==> config.mk <==
export PLATFORM = sky130hd
export DESIGN_NAME = hazard_unit
export DESIGN_NICKNAME = d
export VERILOG_FILES = /design/src/rtl/hz_pkg.sv /design/src/rtl/hz_load_use.sv /design/src/rtl/hz_branch.sv /design/src/rtl/hz_mem_port.sv /design/src/rtl/hazard_unit.sv
export SDC_FILE = /design/constraint.sdc
export NUM_CORES = 1
export LEC_CHECK = 0
export ABC_CLOCK_PERIOD_IN_PS = 3400
export BUFFER_PORTS_ARGS = -buffer_cell sky130_fd_sc_hd__buf_2
export CORE_AREA = 3 3 40 42
export DETAILED_ROUTE_END_ITERATION = 6
export DIE_AREA = 0 0 43 45
export GPL_TIMING_DRIVEN = 0
export PLACE_DENSITY_LB_ADDON = 0.05
export SYNTH_ARGS = -nofsm -noshare
export SYNTH_HDL_FRONTEND = slang
export SYNTH_SLANG_ARGS = --single-unit
==> constraint.sdc <==
create_clock -name vclk -period 3.4
set_clock_uncertainty 0.15 [all_clocks]
set_input_delay 0.17 -clock vclk [all_inputs]
set_output_delay 0.17 -clock vclk [all_outputs]
set_load 0.05 [all_outputs]
==> src/rtl/hz_pkg.sv <==
package hz_pkg;
  typedef enum logic [1:0] {
    BR_STALL = 2'd0,
    BR_FLUSH = 2'd1,
    BR_DELAY = 2'd2
  } br_mode_e;
endpackage

==> src/rtl/hz_load_use.sv <==
module hz_load_use #(
  parameter int REG_W = 5,
  parameter int NSRC  = 2
) (
  input  logic [NSRC-1:0][REG_W-1:0] src_i,
  input  logic [NSRC-1:0]            src_used_i,
  input  logic                       ex_is_load_i,
  input  logic [REG_W-1:0]           ex_rd_i,
  output logic                       stall_o
);
  logic [NSRC-1:0] hit;
  logic            rd_live;

  assign rd_live = ex_is_load_i && (ex_rd_i != '0);

  for (genvar s = 0; s < NSRC; s++) begin : g_src
    assign hit[s] = src_used_i[s] && (src_i[s] == ex_rd_i);
  end

  assign stall_o = rd_live && (|hit);
endmodule

==> src/rtl/hz_branch.sv <==
module hz_branch
  import hz_pkg::*;
#(
  parameter br_mode_e MODE = BR_FLUSH
) (
  input  logic clk_i,
  input  logic rst_ni,
  input  logic branch_i,
  input  logic taken_i,
  input  logic hold_i,
  output logic pc_sel_o,
  output logic flush_o
);
  logic live;
  assign live     = branch_i && !hold_i;
  assign pc_sel_o = live && taken_i;

  if (MODE == BR_STALL) begin : g_stall
    assign flush_o = live;

    stall_mode_flush_chk: assert property (@(posedge clk_i) disable iff (!rst_ni)
      (branch_i && !hold_i) |-> flush_o);
  end else if (MODE == BR_FLUSH) begin : g_flush
    assign flush_o = pc_sel_o;

    flush_only_taken_chk: assert property (@(posedge clk_i) disable iff (!rst_ni)
      flush_o |-> (branch_i && taken_i));
  end else begin : g_delay
    assign flush_o = 1'b0;

    delay_target_chk: assert property (@(posedge clk_i) disable iff (!rst_ni)
      (branch_i && taken_i && !hold_i) |-> (pc_sel_o && !flush_o));
  end
endmodule

==> src/rtl/hz_mem_port.sv <==
module hz_mem_port #(
  parameter bit UNIFIED_MEM = 1'b0
) (
  input  logic mem_access_i,
  output logic stall_o
);
  if (UNIFIED_MEM) begin : g_shared
    assign stall_o = mem_access_i;
  end else begin : g_split
    logic unused_access;
    assign unused_access = mem_access_i;
    assign stall_o       = 1'b0;
  end
endmodule

==> src/rtl/hazard_unit.sv <==
module hazard_unit
  import hz_pkg::*;
#(
  parameter int       REG_W       = 5,
  parameter br_mode_e BR_MODE     = BR_FLUSH,
  parameter bit       UNIFIED_MEM = 1'b0
) (
  input  logic             clk_i,
  input  logic             rst_ni,
  input  logic [REG_W-1:0] id_rs1_i,
  input  logic [REG_W-1:0] id_rs2_i,
  input  logic             id_uses_rs1_i,
  input  logic             id_uses_rs2_i,
  input  logic             id_is_branch_i,
  input  logic             br_taken_i,
  input  logic             ex_is_load_i,
  input  logic [REG_W-1:0] ex_rd_i,
  input  logic             mem_access_i,
  output logic             pc_we_o,
  output logic             ifid_we_o,
  output logic             bubble_o,
  output logic             ifid_flush_o,
  output logic             pc_sel_branch_o
);
  localparam int NSRC = 2;

  logic lu_stall, mem_stall, hold;

  hz_load_use #(.REG_W(REG_W), .NSRC(NSRC)) u_load_use (
    .src_i        ({id_rs2_i, id_rs1_i}),
    .src_used_i   ({id_uses_rs2_i, id_uses_rs1_i}),
    .ex_is_load_i (ex_is_load_i),
    .ex_rd_i      (ex_rd_i),
    .stall_o      (lu_stall)
  );

  hz_mem_port #(.UNIFIED_MEM(UNIFIED_MEM)) u_mem_port (
    .mem_access_i (mem_access_i),
    .stall_o      (mem_stall)
  );

  assign hold = lu_stall || mem_stall;

  hz_branch #(.MODE(BR_MODE)) u_branch (
    .clk_i    (clk_i),
    .rst_ni   (rst_ni),
    .branch_i (id_is_branch_i),
    .taken_i  (br_taken_i),
    .hold_i   (hold),
    .pc_sel_o (pc_sel_branch_o),
    .flush_o  (ifid_flush_o)
  );

  // hold decode in place; no-op control into execute
  assign pc_we_o   = !hold;
  assign ifid_we_o = !hold;
  assign bubble_o  = hold;


  load_use_hold_chk: assert property (@(posedge clk_i) disable iff (!rst_ni)
    (ex_is_load_i && (ex_rd_i != '0) &&
     ((id_uses_rs1_i && id_rs1_i == ex_rd_i) || (id_uses_rs2_i && id_rs2_i == ex_rd_i)))
    |-> (!pc_we_o && !ifid_we_o && bubble_o));


  zero_reg_chk: assert property (@(posedge clk_i) disable iff (!rst_ni)
    ((ex_rd_i == '0) && !(UNIFIED_MEM && mem_access_i)) |-> (pc_we_o && !bubble_o));


  stall_over_branch_chk: assert property (@(posedge clk_i) disable iff (!rst_ni)
    bubble_o |-> (!pc_sel_branch_o && !ifid_flush_o));


  taken_target_chk: assert property (@(posedge clk_i) disable iff (!rst_ni)
    (id_is_branch_i && br_taken_i && ifid_we_o) |-> pc_sel_branch_o);


  shared_mem_chk: assert property (@(posedge clk_i) disable iff (!rst_ni)
    (UNIFIED_MEM && mem_access_i) |-> (!pc_we_o && bubble_o));
endmodule

==> summary.md <==
| Metric | Value |
|---|---|
| Status | `complete, no violations` |
| Synthesis-to-layout area growth | `88.5%` |
| Crit Path Category | `in -> out` |
| Worst Path Arrival | `1560 ps` |
| Postcts setup bufs | `0` |
| Final Hold Viols | `0` |
| Remaining DRCs | `0` |
| Clock buffers | `0` |
| Row cnt | `13` |
| Synth top area share | `0.538` |
| Initial antenna violation count | `0` |
| Area leader, netlist | `xnor2_1` |
| Final nets | `73` |
| Port Buffers | `25` |
| Cts hold-fix bufs | `0` |
| Die width | `about 43 um` |
| Die ar. | `0.00194 mm^2` |
| Hold WC Path Type | `in -> out` |
| Final setup vio count | `0` |
| Worst Tran Pin Value | `249 ps` |
| Pre-Repair DR Iteration Count | `1` |
| Drt wl/cell | `about 9 um` |
| Seq. cell area | `0 um^2` |
| Crit path max fanout | `3` |
| Commonest cells after routing, fill and taps aside | `buf_2 (25), xnor2_1 (10), nand2_1 (4)` |
| Cell leakage power | `0.000145 uW` |
| CP endpoint kind | `output pin` |
| Layout cell share with drive strength beyond 1 | `0.563` |
| Hold Path Origin | `id_is_branch_i` |
| First-pass GRT wire length | `945 um` |
| Distinct cells, synth | `9` |
| Gp weighted congestion | `0.653` |
| Worst Setup Start Kind | `primary input` |
| Avg Vias per Cell | `3.60` |
| Inst Count DP | `63` |
| Grt ovf | `0` |
| Overall Global Routing Usage | `0.0597` |
| # IOs | `28` |
| Max-Cap Viols | `0` |
| Sequential cells | `0` |
| WL final | `576 um` |
| Setup_tns | `0 ps` |
| Post-DRT Antenna Nets | `0` |
| Synth Net Count | `46` |
| Most common cell after layout, fill and taps aside | `buf_2` |
| Fin crit period | `1880 ps` |
| Power per cell area | `131 mW/mm^2` |
| Post-Syn Instances | `23` |
| Max Transition Viols Final | `0` |
| Worst vdd ir | `0.0000391 V` |
| Final period util | `0.553` |
| Sequential-to-total area share from yosys stat | `0` |
| ANT cells | `0` |
| WP data required | `3080 ps` |
| Initial DRC count | `0` |
| Top cells by area, synth | `xnor2_1 (54%), buf_4 (9.2%), nand2_1 (9.2%), nand4_1 (7.7%), o21a_1 (4.6%)` |
| RSZ-0062 raised after global routing | `false` |
| # resized after CTS | `0` |
| Final Non-Filler Cells | `63` |
| Synth Area per Inst | `a little over 7 um^2` |
| Core Region | `0.00128 mm^2` |
| DR vias | `227` |
| Hold Path Sink | `ifid_flush_o` |
| Vias in the first global route | `235` |
| Initial Util | `0.127` |
| Yosys warnings | `0` |
| Hold Path Cell Cnt | `4` |
| Worst rel slew slack | `0.834` |
| Fmax | `532 MHz` |
| Die height | `45 um` |
| Pin count of the biggest net entering global routing | `4` |
| Syn Std Cell Area | `163 um^2` |
==> area by class of cell <==
class	count	area, um^2
Multi-Input combinational cell	21	148
Timing Repair Buffer	25	125
Tap cell	15	18.8
Buffer	2	15.0
Fill cell	164	978
==> critical path: stages <==
cell and delay [ps]:
buf_2 120, or4_1 520, o21a_1 210, a21oi_1 160, buf_4 130, buf_2 240
==> synth_stat cells <==
master	instances
or4_1	1
and2_1	1
xnor2_1	10
buf_4	2
a21oi_1	1
nand4_1	2
nand2_1	4
o22ai_1	1
o21a_1	1
==> stage by stage <==
stage               utilization  worst slack [ps]  power (uW)  area (um^2)  hold slack [ps]
detailed placement        0.239              1510        40.8          307              577
CTS                       0.239              1510        40.9          307              577
global placement          0.239              1520        40.4          307              572
finish                    0.239              1520        40.2          307              575
global route              0.239              1450        44.5          307              606
floorplan                     -              1060        22.9          163              419
==> where the power goes <==
group / switching [uW] / internal, uW / total, uW
clock network: 0 / 0 / 0
logic: 20.0 / 20.2 / 40.2
registers: 0 / 0 / 0
==> worst max-delay path by stage <==
stage / start / to / cells after the start
6_report: ex_rd_i[0] / pc_sel_branch_o / 6
5_1_grt: ex_rd_i[0] / pc_sel_branch_o / 6
4_1_cts: ex_rd_i[0] / pc_sel_branch_o / 6
3_5_place_dp: ex_rd_i[0] / pc_sel_branch_o / 6
3_3_place_gp: ex_rd_i[0] / pc_sel_branch_o / 6
2_1_floorplan: ex_rd_i[0] / pc_sel_branch_o / 4
==> kinds of logic after synthesis <==
group,after synthesis,synth area share
AOI/OAI and AO/OA,3,0.115
buffers and inverters,2,0.0923
and+or+nand+nor,8,0.254
xor gates and xnor gates,10,0.538
==> routing by layer <==
layer | up-vias | part of all wire | wire length (um) | global-route usage
met5 | - | 0 | 0 | 0
met3 | 0 | 0.14 | 83 | 0.0159
met4 | 0 | 0 | 0 | 0
li1 | 127 | - | - | -
met1 | 87 | 0.40 | 229 | 0.0857
met2 | 13 | 0.45 | 262 | 0.0958
(Power assumes the default switching activity.)
